$ cat config.mk
export PLATFORM = sky130hd
export DESIGN_NAME = dma_engine
export DESIGN_NICKNAME = d
export VERILOG_FILES = /design/src/rtl/dma_pkg.sv /design/src/rtl/dma_regs.sv /design/src/rtl/dma_addr_gen.sv /design/src/rtl/dma_seq.sv /design/src/rtl/dma_engine.sv
export SDC_FILE = /design/constraint.sdc
export NUM_CORES = 1
export LEC_CHECK = 0
export BUFFER_PORTS_ARGS = -buffer_cell sky130_fd_sc_hd__buf_4
export CAP_MARGIN = 10
export CORE_MARGIN = 2
export CORE_UTILIZATION = 65
export DETAILED_ROUTE_END_ITERATION = 16
export PLACE_DENSITY_LB_ADDON = 0.12
export RECOVER_POWER = 100
export SYNTH_ARGS = -nofsm -noshare
export SYNTH_HDL_FRONTEND = slang
export SYNTH_HIERARCHICAL = 1
export SYNTH_SLANG_ARGS = --single-unit
$ cat constraint.sdc
create_clock -name clk_i -period 5.4 [get_ports clk_i]
set_input_delay 1.08 -clock clk_i [delete_from_list [all_inputs] [get_ports clk_i]]
set_output_delay 1.08 -clock clk_i [all_outputs]
set_load 0.01 [all_outputs]
$ cat src/rtl/dma_pkg.sv
package dma_pkg;
  localparam int CNT_W = 16;

  typedef enum logic [1:0] {ST_IDLE, ST_RD, ST_WR} dma_state_e;

  localparam logic [2:0] RA_SRC  = 3'd0;
  localparam logic [2:0] RA_DST  = 3'd1;
  localparam logic [2:0] RA_CTRL = 3'd2;
  localparam logic [2:0] RA_CNT  = 3'd3;
  localparam logic [2:0] RA_CMD  = 3'd4;

  typedef struct packed {
    logic       link_en;
    logic       tick_en;
    logic       hw_en;
    logic       irq_en;
    logic       circ;
    logic       dst_inc;
    logic       src_inc;
    logic [1:0] size;
  } dma_ctrl_t;

  function automatic logic [3:0] lane_mask(input logic [1:0] size);
    case (size)
      2'd0:    lane_mask = 4'b0001;
      2'd1:    lane_mask = 4'b0011;
      default: lane_mask = 4'b1111;
    endcase
  endfunction
endpackage

$ cat src/rtl/dma_regs.sv
module dma_regs
  import dma_pkg::*;
(
  input  logic             clk_i,
  input  logic             rst_ni,
  input  logic             we_i,
  input  logic [2:0]       addr_i,
  input  logic [31:0]      wdata_i,
  input  logic             set_done_i,
  input  logic             set_err_i,
  input  logic             set_ovr_i,
  output dma_ctrl_t        ctrl_o,
  output logic [CNT_W-1:0] minor_o,
  output logic [CNT_W-1:0] major_o,
  output logic             sw_start_o,
  output logic             src_wr_o,
  output logic             dst_wr_o,
  output logic             done_o,
  output logic             err_o,
  output logic             ovr_o
);
  logic cmd_wr;
  assign cmd_wr     = we_i && addr_i == RA_CMD;
  assign sw_start_o = cmd_wr && wdata_i[0];
  assign src_wr_o   = we_i && addr_i == RA_SRC;
  assign dst_wr_o   = we_i && addr_i == RA_DST;

  always_ff @(posedge clk_i or negedge rst_ni) begin
    if (!rst_ni) begin
      ctrl_o  <= '0;
      minor_o <= '0;
      major_o <= '0;
      done_o  <= 1'b0;
      err_o   <= 1'b0;
      ovr_o   <= 1'b0;
    end else begin
      if (we_i && addr_i == RA_CTRL) ctrl_o <= dma_ctrl_t'(wdata_i[$bits(dma_ctrl_t)-1:0]);
      if (we_i && addr_i == RA_CNT) begin
        minor_o <= wdata_i[CNT_W-1:0];
        major_o <= wdata_i[16 +: CNT_W];
      end
      // set wins over a same-cycle clear
      done_o <= set_done_i || (done_o && !(cmd_wr && wdata_i[1]));
      err_o  <= set_err_i  || (err_o  && !(cmd_wr && wdata_i[2]));
      ovr_o  <= set_ovr_i  || (ovr_o  && !(cmd_wr && wdata_i[3]));
    end
  end
endmodule

$ cat src/rtl/dma_addr_gen.sv
module dma_addr_gen #(
  parameter int AW = 32
) (
  input  logic          clk_i,
  input  logic          rst_ni,
  input  logic          load_i,
  input  logic [AW-1:0] load_val_i,
  input  logic          step_i,
  input  logic          wrap_i,
  input  logic          inc_i,
  input  logic [1:0]    size_i,
  output logic [AW-1:0] addr_o
);
  logic [AW-1:0] base_q;

  always_ff @(posedge clk_i or negedge rst_ni) begin
    if (!rst_ni) begin
      base_q <= '0;
      addr_o <= '0;
    end else if (load_i) begin
      base_q <= load_val_i;
      addr_o <= load_val_i;
    end else if (wrap_i) begin
      addr_o <= base_q;
    end else if (step_i && inc_i) begin
      addr_o <= addr_o + (AW'(1) << size_i);
    end
  end
endmodule

$ cat src/rtl/dma_seq.sv
module dma_seq
  import dma_pkg::*;
(
  input  logic             clk_i,
  input  logic             rst_ni,
  input  logic             trig_i,
  input  logic             cfg_ok_i,
  input  logic [CNT_W-1:0] minor_elems_i,
  input  logic [CNT_W-1:0] major_i,
  input  logic             circ_i,
  input  logic             ack_i,
  input  logic             berr_i,
  output dma_state_e       state_o,
  output logic             rd_ack_o,
  output logic             step_o,
  output logic             wrap_o,
  output logic             set_done_o,
  output logic             set_err_o,
  output logic             set_ovr_o
);
  logic [CNT_W-1:0] beat_q, maj_q;
  logic busy, last;

  assign busy       = state_o != ST_IDLE;
  assign last       = beat_q == CNT_W'(1) && maj_q == CNT_W'(1);
  assign rd_ack_o   = state_o == ST_RD && ack_i && !berr_i;
  assign step_o     = state_o == ST_WR && ack_i && !berr_i;
  assign wrap_o     = step_o && last && circ_i;
  assign set_done_o = step_o && last;
  assign set_ovr_o  = trig_i && busy;
  assign set_err_o  = (trig_i && !busy && !cfg_ok_i) || (busy && ack_i && berr_i);

  always_ff @(posedge clk_i or negedge rst_ni) begin
    if (!rst_ni) begin
      state_o <= ST_IDLE;
      beat_q  <= '0;
      maj_q   <= '0;
    end else begin
      unique case (state_o)
        ST_IDLE: if (trig_i && cfg_ok_i) begin
          state_o <= ST_RD;
          beat_q  <= minor_elems_i;
          maj_q   <= major_i;
        end
        ST_RD: if (ack_i) state_o <= berr_i ? ST_IDLE : ST_WR;
        ST_WR: if (ack_i) begin
          if (berr_i || last) state_o <= ST_IDLE;
          else begin
            state_o <= ST_RD;
            if (beat_q == CNT_W'(1)) begin
              beat_q <= minor_elems_i;
              maj_q  <= maj_q - CNT_W'(1);
            end else begin
              beat_q <= beat_q - CNT_W'(1);
            end
          end
        end
        default: state_o <= ST_IDLE;
      endcase
    end
  end
endmodule

$ cat src/rtl/dma_engine.sv
module dma_engine
  import dma_pkg::*;
#(
  parameter int AW = 32
) (
  input  logic          clk_i,
  input  logic          rst_ni,
  input  logic          reg_we_i,
  input  logic [2:0]    reg_addr_i,
  input  logic [31:0]   reg_wdata_i,
  input  logic          hw_req_i,
  input  logic          timer_tick_i,
  input  logic          link_req_i,
  output logic          mst_req_o,
  output logic          mst_we_o,
  output logic [AW-1:0] mst_addr_o,
  output logic [3:0]    mst_be_o,
  output logic [31:0]   mst_wdata_o,
  input  logic [31:0]   mst_rdata_i,
  input  logic          mst_ack_i,
  input  logic          mst_err_i,
  output logic          busy_o,
  output logic          done_o,
  output logic          err_o,
  output logic          ovr_o,
  output logic          irq_o
);
  localparam int NCH = 2;  // 0 source, 1 destination

  dma_ctrl_t        cfg_ctrl;
  logic [CNT_W-1:0] minor, major;
  logic             sw_start, trig, cfg_ok, rd_ack, step, wrap;
  logic             set_done, set_err, set_ovr;
  logic [NCH-1:0]   ld, inc;
  logic [AW-1:0]    cur [NCH];
  logic [1:0]       low;
  logic [31:0]      elem_q;
  dma_state_e       state;

  dma_regs u_regs (
    .clk_i, .rst_ni,
    .we_i(reg_we_i), .addr_i(reg_addr_i), .wdata_i(reg_wdata_i),
    .set_done_i(set_done), .set_err_i(set_err), .set_ovr_i(set_ovr),
    .ctrl_o(cfg_ctrl), .minor_o(minor), .major_o(major),
    .sw_start_o(sw_start), .src_wr_o(ld[0]), .dst_wr_o(ld[1]),
    .done_o, .err_o, .ovr_o
  );

  assign inc = {cfg_ctrl.dst_inc, cfg_ctrl.src_inc};

  for (genvar g = 0; g < NCH; g++) begin : g_ag
    dma_addr_gen #(.AW(AW)) u_ag (
      .clk_i, .rst_ni,
      .load_i(ld[g]), .load_val_i(reg_wdata_i[AW-1:0]),
      .step_i(step), .wrap_i(wrap), .inc_i(inc[g]),
      .size_i(cfg_ctrl.size), .addr_o(cur[g])
    );
  end

  assign trig = sw_start || (hw_req_i && cfg_ctrl.hw_en)
             || (timer_tick_i && cfg_ctrl.tick_en) || (link_req_i && cfg_ctrl.link_en);

  assign low    = cfg_ctrl.size == 2'd2 ? 2'b11 : (cfg_ctrl.size == 2'd1 ? 2'b01 : 2'b00);
  assign cfg_ok = cfg_ctrl.size != 2'd3 && !(|(cur[0][1:0] & low)) && !(|(cur[1][1:0] & low))
               && !(|(minor[1:0] & low)) && minor != '0 && major != '0;

  dma_seq u_seq (
    .clk_i, .rst_ni,
    .trig_i(trig), .cfg_ok_i(cfg_ok),
    .minor_elems_i(minor >> cfg_ctrl.size), .major_i(major),
    .circ_i(cfg_ctrl.circ), .ack_i(mst_ack_i), .berr_i(mst_err_i),
    .state_o(state), .rd_ack_o(rd_ack), .step_o(step), .wrap_o(wrap),
    .set_done_o(set_done), .set_err_o(set_err), .set_ovr_o(set_ovr)
  );

  // element kept right-aligned between read and write
  always_ff @(posedge clk_i or negedge rst_ni) begin
    if (!rst_ni) elem_q <= '0;
    else if (rd_ack) elem_q <= mst_rdata_i >> {cur[0][1:0], 3'b000};
  end

  assign busy_o      = state != ST_IDLE;
  assign mst_req_o   = busy_o;
  assign mst_we_o    = state == ST_WR;
  assign mst_addr_o  = mst_we_o ? cur[1] : cur[0];
  assign mst_be_o    = lane_mask(cfg_ctrl.size) << mst_addr_o[1:0];
  assign mst_wdata_o = elem_q << {cur[1][1:0], 3'b000};
  assign irq_o       = done_o && cfg_ctrl.irq_en;
endmodule

; After elaboration in Yosys (flattened, before gate mapping)
; Cells that the tools add are included.
[totals]
reg_bits = 238
latch_bits = 0
ramBits = 0
rom_bits = 0
input_bits = 75
output_inout_bits = 75
word_cells = 143
mem_count = 0
[op_classes]
add_sub_neg = 4
multipliers = 0
n_div = 0
magnitude_cmp = 0
eq_ne = 16
shifts = 5
muxes = 26
bitwise = 3
n_reduce_logical = 68
[op_table]
columns = op, n
row1 = 32-bit 2-to-1 mux, 7
row2 = 16-bit 2-to-1 mux, 8
row3 = 32-bit adder, 2
row4 = 16-bit one-hot mux with 2 select lines, 2
row5 = 1-bit logical AND, 36
row6 = 16-bit by 1-bit equality test with 1-bit output (second input constant), 2
row7 = 16-bit nonzero test, 2
row8 = 1-bit by 2-bit left shift with 32-bit output (first input constant), 1
row9 = 32-bit by 5-bit left shift with 32-bit output, 1
row10 = 32-bit by 5-bit >> shifter with 32-bit output, 1
row11 = 16-bit by 1-bit subtractor with 16-bit output (second input constant), 2
row12 = 16-bit by 2-bit >> shifter with 16-bit output, 1
row13 = 2-bit 2-to-1 mux, 5
row14 = 1-bit logical NOT, 9
row15 = 1-bit logical OR, 8
row16 = 4-bit one-hot mux with 2 select lines, 1
row17 = 2-bit bitwise AND, 3
row18 = 3-bit by 2-bit equality test with 1-bit output (second input constant), 2
row19 = 2-bit by 1-bit inequality test with 1-bit output (second input constant), 3
row20 = 2-bit inequality test (second input constant), 3
row21 = 2-bit one-hot mux with 3 select lines, 1
row22 = 3-bit nonzero test, 2
row23 = 2-bit OR reduction, 3
row24 = 5-bit AND reduction, 1
row25 = other kinds (11), 16

; Logic depth before layout (Yosys ltp)
; Gate-level depths: netlist (run 1).
[depth]
word_depth = 15
mapped_depth = 13
ltp_nobuf = 11

; By module
; Netlist (run 1), hierarchy kept.
[modules_own_cells]
columns = module, instances, cells_each, area_per_inst_um2, seq_area_each_um2
row1 = dma_addr_gen at g_ag[1].u_ag, 1, 418, 3746.1, 1601.5
row2 = dma_addr_gen at g_ag[0].u_ag, 1, 402, 3646.0, 1601.5
row3 = dma_engine, 1, 348, 3083.0, 800.8
row4 = dma_seq, 1, 287, 2468.6, 850.8
row5 = dma_regs, 1, 104, 1835.5, 1101.1

; Worst setup path before layout (run 1)
; Ideal clock, no wire load.
[synth_timing]
path_kind = reg2reg
startpoint = register u_seq.maj_q[2]
endpoint = register g_ag[1].u_ag.addr_o[4]
setup_time_ns = 0.132
arrival_ns = 2.965
required_time_ns = 5.268
setup_slack_ns = 2.302
path_stages_with_launch = 12
n_path_buf = 3
period_less_slack_ns = 3.098
cell_sequence = dfrtp_1 > nor4_2 > and4b_1 > nand4_1 > nor3_1 > and2_1 > buf_2 > clkbuf_1 > clkbuf_1 > nor3_1 > a211oi_1 > o22ai_1
[synth_via]
elab_chain_len = 6
word_cells_on_any_way = 7
cone_classes = eq/ne: 1 / mux: 2 / reduce/logical: 4
[synth_rtl]
columns = element, line_no
row1 = start: declaration, dma_seq.sv:21  ; logic [CNT_W-1:0] beat_q, maj_q;
row2 = start signal: assignment, dma_seq.sv:43  ; maj_q <= major_i;
row3 = start signal: assignment, dma_seq.sv:52  ; maj_q <= maj_q - CNT_W'(1);
row4 = 16-bit by 1-bit equality test with 1-bit output (*), dma_seq.sv:25  ; assign last = beat_q == CNT_W'(1) && maj_q == CNT_W'(1);
row5 = 1-bit logical AND (*), dma_seq.sv:25
row6 = 1-bit logical AND (*), -
row7 = named net set_done, dma_engine.sv:33  ; logic set_done, set_err, set_ovr;
row8 = 1-bit logical AND (*), dma_seq.sv:28  ; assign wrap_o = step_o && last && circ_i;
row9 = named net wrap, dma_engine.sv:32  ; logic sw_start, trig, cfg_ok, rd_ack, step, wrap;
row10 = 32-bit 2-to-1 mux, dma_addr_gen.sv:23  ; end else if (wrap_i) begin
row11 = 32-bit 2-to-1 mux, dma_addr_gen.sv:20  ; end else if (load_i) begin
row12 = end signal: assignment, dma_addr_gen.sv:22  ; addr_o <= load_val_i;
row13 = end signal: assignment, dma_addr_gen.sv:24  ; addr_o <= base_q;
row14 = end signal: assignment, dma_addr_gen.sv:26  ; addr_o <= addr_o + (AW'(1) << size_i);
row15 = end: declaration, dma_addr_gen.sv:12  ; output logic [AW-1:0] addr_o
; Mark *: on every way through the listed nets, which the timed path passes. The rest lies on a longest branch.
; A chain may end at the register's enable or synchronous reset.

; Worst setup path in the final report (run 1)
[layout_timing]
startpoint = register u_seq.state_o[1]
endpoint = register g_ag[0].u_ag.addr_o[19]
[layout_via]
elab_chain_len = 7
word_cells_on_any_way = 9
cone_classes = eq/ne: 1 / mux: 2 / reduce/logical: 6
[layout_rtl]
columns = element, line_no
row1 = start: declaration, dma_seq.sv:13  ; output dma_state_e state_o,
row2 = start signal: assignment, dma_seq.sv:45  ; ST_RD: if (ack_i) state_o <= berr_i ? ST_IDLE : ST_WR;
row3 = 2-bit equality test (*), dma_seq.sv:27  ; assign step_o = state_o == ST_WR && ack_i && !berr_i;
row4 = 1-bit logical AND (*) (2 in series), dma_seq.sv:27
row5 = 1-bit logical AND (*), -
row6 = named net set_done, dma_engine.sv:33
row7 = 1-bit logical AND (*), dma_seq.sv:28
row8 = named net wrap, dma_engine.sv:32
row9 = 32-bit 2-to-1 mux, dma_addr_gen.sv:23
row10 = 32-bit 2-to-1 mux, dma_addr_gen.sv:20
row11 = end signal: assignment, dma_addr_gen.sv:22
row12 = end signal: assignment, dma_addr_gen.sv:24
row13 = end signal: assignment, dma_addr_gen.sv:26
row14 = end: declaration, dma_addr_gen.sv:12
; Marked as above.

==> results of run 1 <==
registers in the layout, summed over array words and instances (netlist names):
name,count
u_regs/major_o,16
u_regs/ctrl_o,9
g_ag.u_ag/addr_o,64
u_regs/done_o,1
u_regs/ovr_o,1
u_regs/minor_o,16
u_regs/err_o,1
u_seq/beat_q,16
u_seq/state_o,2
g_ag.u_ag/base_q,64
elem_q,32
u_seq/maj_q,16
worst max path at each step:
| stage | from | endpoint | slack [ns] | cells after the start |
|---|---|---|---|---|
| after detailed placement | u_seq/beat_q[1]$_DFFE_PN0P_ | g_ag[0].u_ag/addr_o[12]$_DFFE_PN0P_ | 1.31 | 11 |
| after global placement | u_seq/beat_q[1]$_DFFE_PN0P_ | g_ag[1].u_ag/addr_o[18]$_DFFE_PN0P_ | 1.45 | 11 |
| final | u_seq/state_o[1]$_DFFE_PN0P_ | g_ag[0].u_ag/addr_o[19]$_DFFE_PN0P_ | 1.0 | 8 |
| after global routing | rst_ni | g_ag[0].u_ag/addr_o[21]$_DFFE_PN0P_ | 0.70 | 2 |
| after CTS | u_seq/beat_q[1]$_DFFE_PN0P_ | g_ag[0].u_ag/addr_o[12]$_DFFE_PN0P_ | 1.29 | 11 |
| after floorplan | u_seq/maj_q[2]$_DFFE_PN0P_ | g_ag[1].u_ag/addr_o[4]$_DFFE_PN0P_ | 2.30 | 11 |
power groups by stage:
stage | Sequential (mW) | Clock (mW) | Combinational (mW)
2_1_floorplan | 2.65 | 0 | 2.27
3_3_place_gp | 2.82 | 0 | 3.16
3_5_place_dp | 2.86 | 0 | 3.24
4_1_cts | 2.83 | 1.93 | 3.25
5_1_grt | 2.92 | 2.00 | 3.34
6_report | 2.84 | 1.92 | 3.02
stage by stage:
step                      setup WS, ns  utilization (%)
after floorplan                   2.30                -
after global placement            1.45             71.1
after detailed placement          1.31             71.1
after CTS                         1.29             75.2
after global routing             0.699             73.3
final                            0.997             73.3
cell type report:
cell class | count | area (um^2)
Tap cell | 285 | 357
Multi-Input combinational cell | 1136 | 7870
Clock inverter | 9 | 145
Fill cell | 1760 | 6010
Clock buffer | 38 | 787
Sequential cell | 238 | 5960
Timing Repair Buffer | 171 | 1080
Inverter | 80 | 300
metal layers:
layer / global-route usage [%] / vias up
met5: 0 / -
met4: 16.4 / 0
met3: 3.81 / 127
met2: 57.2 / 782
met1: 50.0 / 6443
li1: - / 5989
layout by cell type (no fill, tap or decap), types with 17 or more instances in the layout:
| master | synthesis | final |
|---|---|---|
| ha_1 | 17 | 17 |
| dfrtp_1 | 238 | 238 |
| clkbuf_16 | 0 | 27 |
| nor4_1 | 21 | 23 |
| nor2b_1 | 21 | 22 |
| nand2_1 | 116 | 116 |
| nor3_1 | 25 | 25 |
| inv_1 | 79 | 79 |
| mux2_1 | 0 | 41 |
| nand3_1 | 42 | 42 |
| clkbuf_1 | 54 | 66 |
| nor2_1 | 114 | 114 |
| a211oi_1 | 32 | 32 |
| a21oi_1 | 122 | 121 |
| mux2i_1 | 58 | 58 |
| buf_4 | 6 | 102 |
| mux2_2 | 73 | 62 |
| o21ai_0 | 90 | 102 |
| o22ai_1 | 34 | 34 |
| o31ai_1 | 19 | 19 |
logic make-up (layout without fill, tap and decap cells):
logic type	Yosys count	count (layout)	synth area share, %
simple gates	466	466	16.8
compound gates	465	465	20.5
flops	238	238	40.3
buf+inv	185	298	5.44
mux	174	174	14.5
fa+ha+maj	19	19	1.71
xor+xnor	12	12	0.711
==> impl_metrics.yaml, run 1 <==
synthesis:
  synth.most_common_cell: "dfrtp_1"
  synth_common_cells: "238 x dfrtp_1, 122 x a21oi_1, 116 x nand2_1, 114 x nor2_1, 90 x o21ai_0"
  netlist_area_um2: 14800
  synth-edff-count: 0
  syn_inst: 1559
  ys.warnings.count: 6
  synth_nets: 1653
  netlist_top_cells_area: "dfrtp_1 40%, mux2_2 5.6%, a21oi_1 4.1%, mux2i_1 3.9%, mux2_4 3.1%"
  synth-seq-cells: 238
  postSynthAreaPerCell_um2: 9.48
  synthArstFlopShare_pct: 100
  yosysTopAreaCell: "dfrtp_1"
  synth_ff_type: "dfrtp_1"
  synth.distinct_cells: 98
  synth-seq-area-share_pct: 40.3
  synth_top_area_share_pct: 40.3
power:
  p_sw_mw: 3.02
  intPower_mw: 4.77
  p_comb_share_pct: 38.8
  seq_power_share_pct: 36.5
  power.density_nw_per_um2: 472
  sw_frac_of_total_pct: 38.8
  ir_drop_uv: 314
  p_leak_nw: 6.82
  p_clk_share_pct: 24.7
  finalPower_mw: 7.79
floorplan:
  ios: 150
  core_um2: 22500
  rows: 55
  dieArea_um2: 24000
  start_util_pct: 65.7
  die_w_um: 155
  die_height_um: 155
clocking:
  clock-sinks: 238
  cts-htree-levels: 1
  cts_resized: 0
  insertion_delay_ns: 0.53
  clk_pin_slew_ns: 0.06
  numCtsBuffers: 26
  cts_tree: "built"
  clk_path_buf_depth: 3
  postCtsHoldBufs: 0
  cts-root-buf: "clkbuf_16"
  cts_setup_buffers: 0
sta:
  maxSlewHeadroom_pct: -70.9
  finalSetupTns_ns: 0
  hold_viol_final: 0
  fin_crit_ns: 4.40
  rsz0062_at_grt: "false"
  worst_slew_pin_slew_ns: 2.56
  slew_viol_final: 235
  max_freq_mhz: 227
  skew_ns: 0.0115
  hold_slack_ns: 0.508
  min_period_over_period_pct: 81.5
  finalSetupViolCount: 0
critical_path:
  path_max_fanout: 51
  cp.buffers_inverters: 2
  worstReg2RegStart: "u_seq/state_o[1]$_DFFE_PN0P_"
  rr_endpoint: "g_ag[0].u_ag/addr_o[19]$_DFFE_PN0P_"
  cpPeakStageDelay_ns: 0.71
  cp_cell_sequence: "clkbuf_1 -> nand2b_1 -> nor3_1 -> and2_4 -> inv_1 -> o21ai_0 -> o221ai_1 -> o21ai_0"
  r2r_slack_ns: 1.0
  crit_slowest_cell: "clkbuf_1"
  worstSetupEndpointType: "flop"
  crit_family: "simple AND/OR/NAND/NOR gates"
  r2r.worst_path.cells: 8
  crit_top_cell: "o21ai_0"
  critPathRequiredTime_ns: 5.85
  start_kind: "flop"
  cp.arrival_ns: 4.85
  path_class: "reg2reg"
routing:
  dr.pass1.iters: 5
  wl_met1_um: 17400
  dr_wl_met3_um: 3970
  drc: 0
  via_count: 13341
  drt_iter0_drc: 1385
  routed_wl_um: 43200
  drtAntennaViolNets: 0
  vias_per_cell: 6.82
  highest_layer: "met4"
  routed-wl-met2_um: 19800
  wl_per_cell_um: 22.1
global_route:
  grt_antenna_before_repair: 0
  grt_pass1_vias: 12762
  grt-ovfl-total: 0
  grt_pass1_wl_um: 69000
  grtUsageTotal_pct: 35.9
  grt_max_degree: 104
placement:
  placed_cells: 1909
  dp_hpwl_um: 29800
  gp_congestion: 0.927
  io_buffers: 149
  placed_area_um2: 16000
job:
  maxCapViolations: 5
worst_hold_path:
  hold-path-cell-count: 1
  hp-start: "g_ag[1].u_ag/base_q[14]$_DFFE_PN0P_"
  hold_end: "g_ag[1].u_ag/base_q[14]$_DFFE_PN0P_"
  min_path_type: "reg2reg"
final_layout:
  diodes: 0
  fin_nets: 1747
  stdcell_area_um2: 16500
  layout-drive-gt1-share_pct: 15.6
  syn_to_final_growth_pct: 11.6
  final_cells: 1957
status:
  status: "complete, but fails checks"
  violations: "capacitance limit, slew limit"
No activity file was read; power rests on OpenSTA's default activity.
==> run 2, diff against run 1 <==
Settings changed: CORE_UTILIZATION 65 to 54.
Clock period 5.4 ns to 3.8 ns, I/O delays scaled along.
==> run 2 against run 1 <==
  * The flow still finishes with violations (capacitance limit, slew limit)
  * Non-clock buffer count increased by 23
  * Flip-flop and latch count stayed put
  * Hold slack lost 0.043 ns
  * Core utilization down 11 points
  * First-iteration DRC count is 26% lower
  * Global-route usage fell by 5.5 points
  * Combinational power increased by 41%
  * Via count decreased by 2.1%
  * Maximum frequency up 22%
  * Clock power up 46%
  * Critical endpoint is now g_ag[0].u_ag/addr_o[9]$_DFFE_PN0P_
  * Largest cell class unchanged
  * Highest routed layer unchanged
==> impl_metrics.yaml, run 2 (synthesized netlist as in run 1, its figures left out) <==
placement:
  placed_area_um2: 16200
  placed_cells: 1989
  gp_congestion: 0.928
  dp_hpwl_um: 31700
  io_buffers: 149
routing:
  via_count: 13061
  drt_iter0_drc: 1027
  drtAntennaViolNets: 0
  wl_per_cell_um: 21.5
  routed_wl_um: 43800
  drc: 0
  vias_per_cell: 6.42
  dr.pass1.iters: 5
global_route:
  grt_pass1_vias: 12629
  grtUsageTotal_pct: 30.3
  grt-ovfl-total: 0
  grt_antenna_before_repair: 0
  grt_max_degree: 98
  grt_pass1_wl_um: 69300
clocking:
  numCtsBuffers: 27
  cts_resized: 0
  cts_setup_buffers: 0
  clock-sinks: 238
  cts-htree-levels: 1
  cts_tree: "built"
  cts-root-buf: "clkbuf_16"
  clk_path_buf_depth: 3
  postCtsHoldBufs: 0
  insertion_delay_ns: 0.54
  clk_pin_slew_ns: 0.06
job:
  maxCapViolations: 3
critical_path:
  cp.arrival_ns: 4.03
  r2r.worst_path.cells: 10
  r2r_slack_ns: 0.20
  crit_family: "simple AND/OR/NAND/NOR gates"
  worstSetupEndpointType: "flop"
  critPathRequiredTime_ns: 4.24
  start_kind: "flop"
  worstReg2RegStart: "u_seq/beat_q[4]$_DFFE_PN0P_"
  cp_cell_sequence: "or3_1 -> nor4_4 -> nand4_1 -> nor3_1 -> and2_4 -> buf_12 -> a21oi_1 -> clkbuf_1 -> a31o_2 -> a221oi_1"
  path_max_fanout: 81
  cp.buffers_inverters: 2
  rr_endpoint: "g_ag[0].u_ag/addr_o[9]$_DFFE_PN0P_"
  crit_slowest_cell: "or3_1"
  path_class: "reg2reg"
  cpPeakStageDelay_ns: 0.52
final_layout:
  multi_input_area_um2: 7880
  final_cell_mix: "238 x dfrtp_1, 121 x a21oi_1, 116 x nand2_1"
  seqCellArea_um2: 5960
  layout-drive-gt1-share_pct: 16.7
  diodes: 0
  fin_nets: 1771
  stdcell_area_um2: 16700
  final_cells: 2036
  fill_cells: 2396
  layout_commonest_cell: "dfrtp_1"
  top_regs: "g_ag.u_ag/addr_o: 64 flops, g_ag.u_ag/base_q: 64 flops, elem_q: 32 flops"
  syn_to_final_growth_pct: 13.2
floorplan:
  start_util_pct: 55.0
  core_um2: 26900
  rows: 60
  ios: 150
  die_w_um: 169
  die_height_um: 169
  dieArea_um2: 28700
sta:
  hold_viol_final: 0
  slew_viol_final: 140
  rsz0062_at_grt: "false"
  fin_crit_ns: 3.60
  finalSetupViolCount: 0
  finalSetupTns_ns: 0
  worst_slew_pin_slew_ns: 2.50
  skew_ns: 0.0133
  max_freq_mhz: 278
  min_period_over_period_pct: 94.6
  maxSlewHeadroom_pct: -66.7
worst_hold_path:
  min_path_type: "in2reg"
  hold-path-cell-count: 2
  hold_end: "u_seq/state_o[1]$_DFFE_PN0P_"
  hp-start: "mst_ack_i"
status:
  violations: "capacitance limit, slew limit"
  status: "complete, but fails checks"
power:
  ir_drop_uv: 344
  power.density_nw_per_um2: 666
  p_leak_nw: 6.93
  finalPower_mw: 11.1
## run 2: cell count changes in the layout (fill, tap and decap cells not counted), sizes merged
cell    before  now
clkinv       6    5
clkbuf     104  116
buf        105  117
## run 2: worst max-delay path by stage
stage / startpoint / end / cells past startpoint
final: u_seq/beat_q[4]$_DFFE_PN0P_ / g_ag[0].u_ag/addr_o[9]$_DFFE_PN0P_ / 10
after global routing: u_seq/beat_q[4]$_DFFE_PN0P_ / g_ag[0].u_ag/addr_o[9]$_DFFE_PN0P_ / 10
after CTS: u_seq/beat_q[4]$_DFFE_PN0P_ / g_ag[1].u_ag/addr_o[18]$_DFFE_PN0P_ / 10
after detailed placement: u_seq/beat_q[4]$_DFFE_PN0P_ / g_ag[1].u_ag/addr_o[18]$_DFFE_PN0P_ / 10
after global placement: u_seq/beat_q[4]$_DFFE_PN0P_ / g_ag[1].u_ag/addr_o[18]$_DFFE_PN0P_ / 10
after floorplan: u_seq/maj_q[2]$_DFFE_PN0P_ / g_ag[1].u_ag/addr_o[4]$_DFFE_PN0P_ / 11
## run 2: metal layers
layer  wire (um)  global-route usage [%]
met3        2960                    3.82
met2       20300                    49.0
met4        1940                    12.4
met1       18600                    41.7
met5           0                       0
## run 2: power breakdown
group | total (mW) | switching (mW) | internal, mW
logic | 4.27 | 2.43 | 1.85
clock network | 2.81 | 1.06 | 1.75
registers | 4.05 | 0.785 | 3.27
total | 11.1 | 4.27 | 6.86
## run 2: final cells by class
| type | instances | area share, % |
|---|---|---|
| Multi-Input combinational cell | 1136 | 47.1 |
| Sequential cell | 238 | 35.6 |
| Timing Repair Buffer | 194 | 7.22 |
| Clock buffer | 39 | 4.91 |
| Tap cell | 341 | 2.55 |
| Inverter | 80 | 1.80 |
| Clock inverter | 8 | 0.838 |
## run 2: through the flow
step	utilization [%]	setup WS, ns	hold slack, ns
2_1_floorplan	-	0.702	0.464
3_3_place_gp	60.4	0.501	0.485
3_5_place_dp	60.4	0.412	0.495
4_1_cts	64.0	0.401	0.271
5_1_grt	62.2	0.0297	0.453
6_report	62.2	0.205	0.465
## run 2: worst reg2reg max path, delay by kind of cell, from the launching register on
kind                   cells  cell delay, ns
AND/OR/NAND/NOR            5            1.78
AO/OA/AOI/OAI              3            0.69
buffers and inverters      2            0.64
flip-flops                 1            0.41
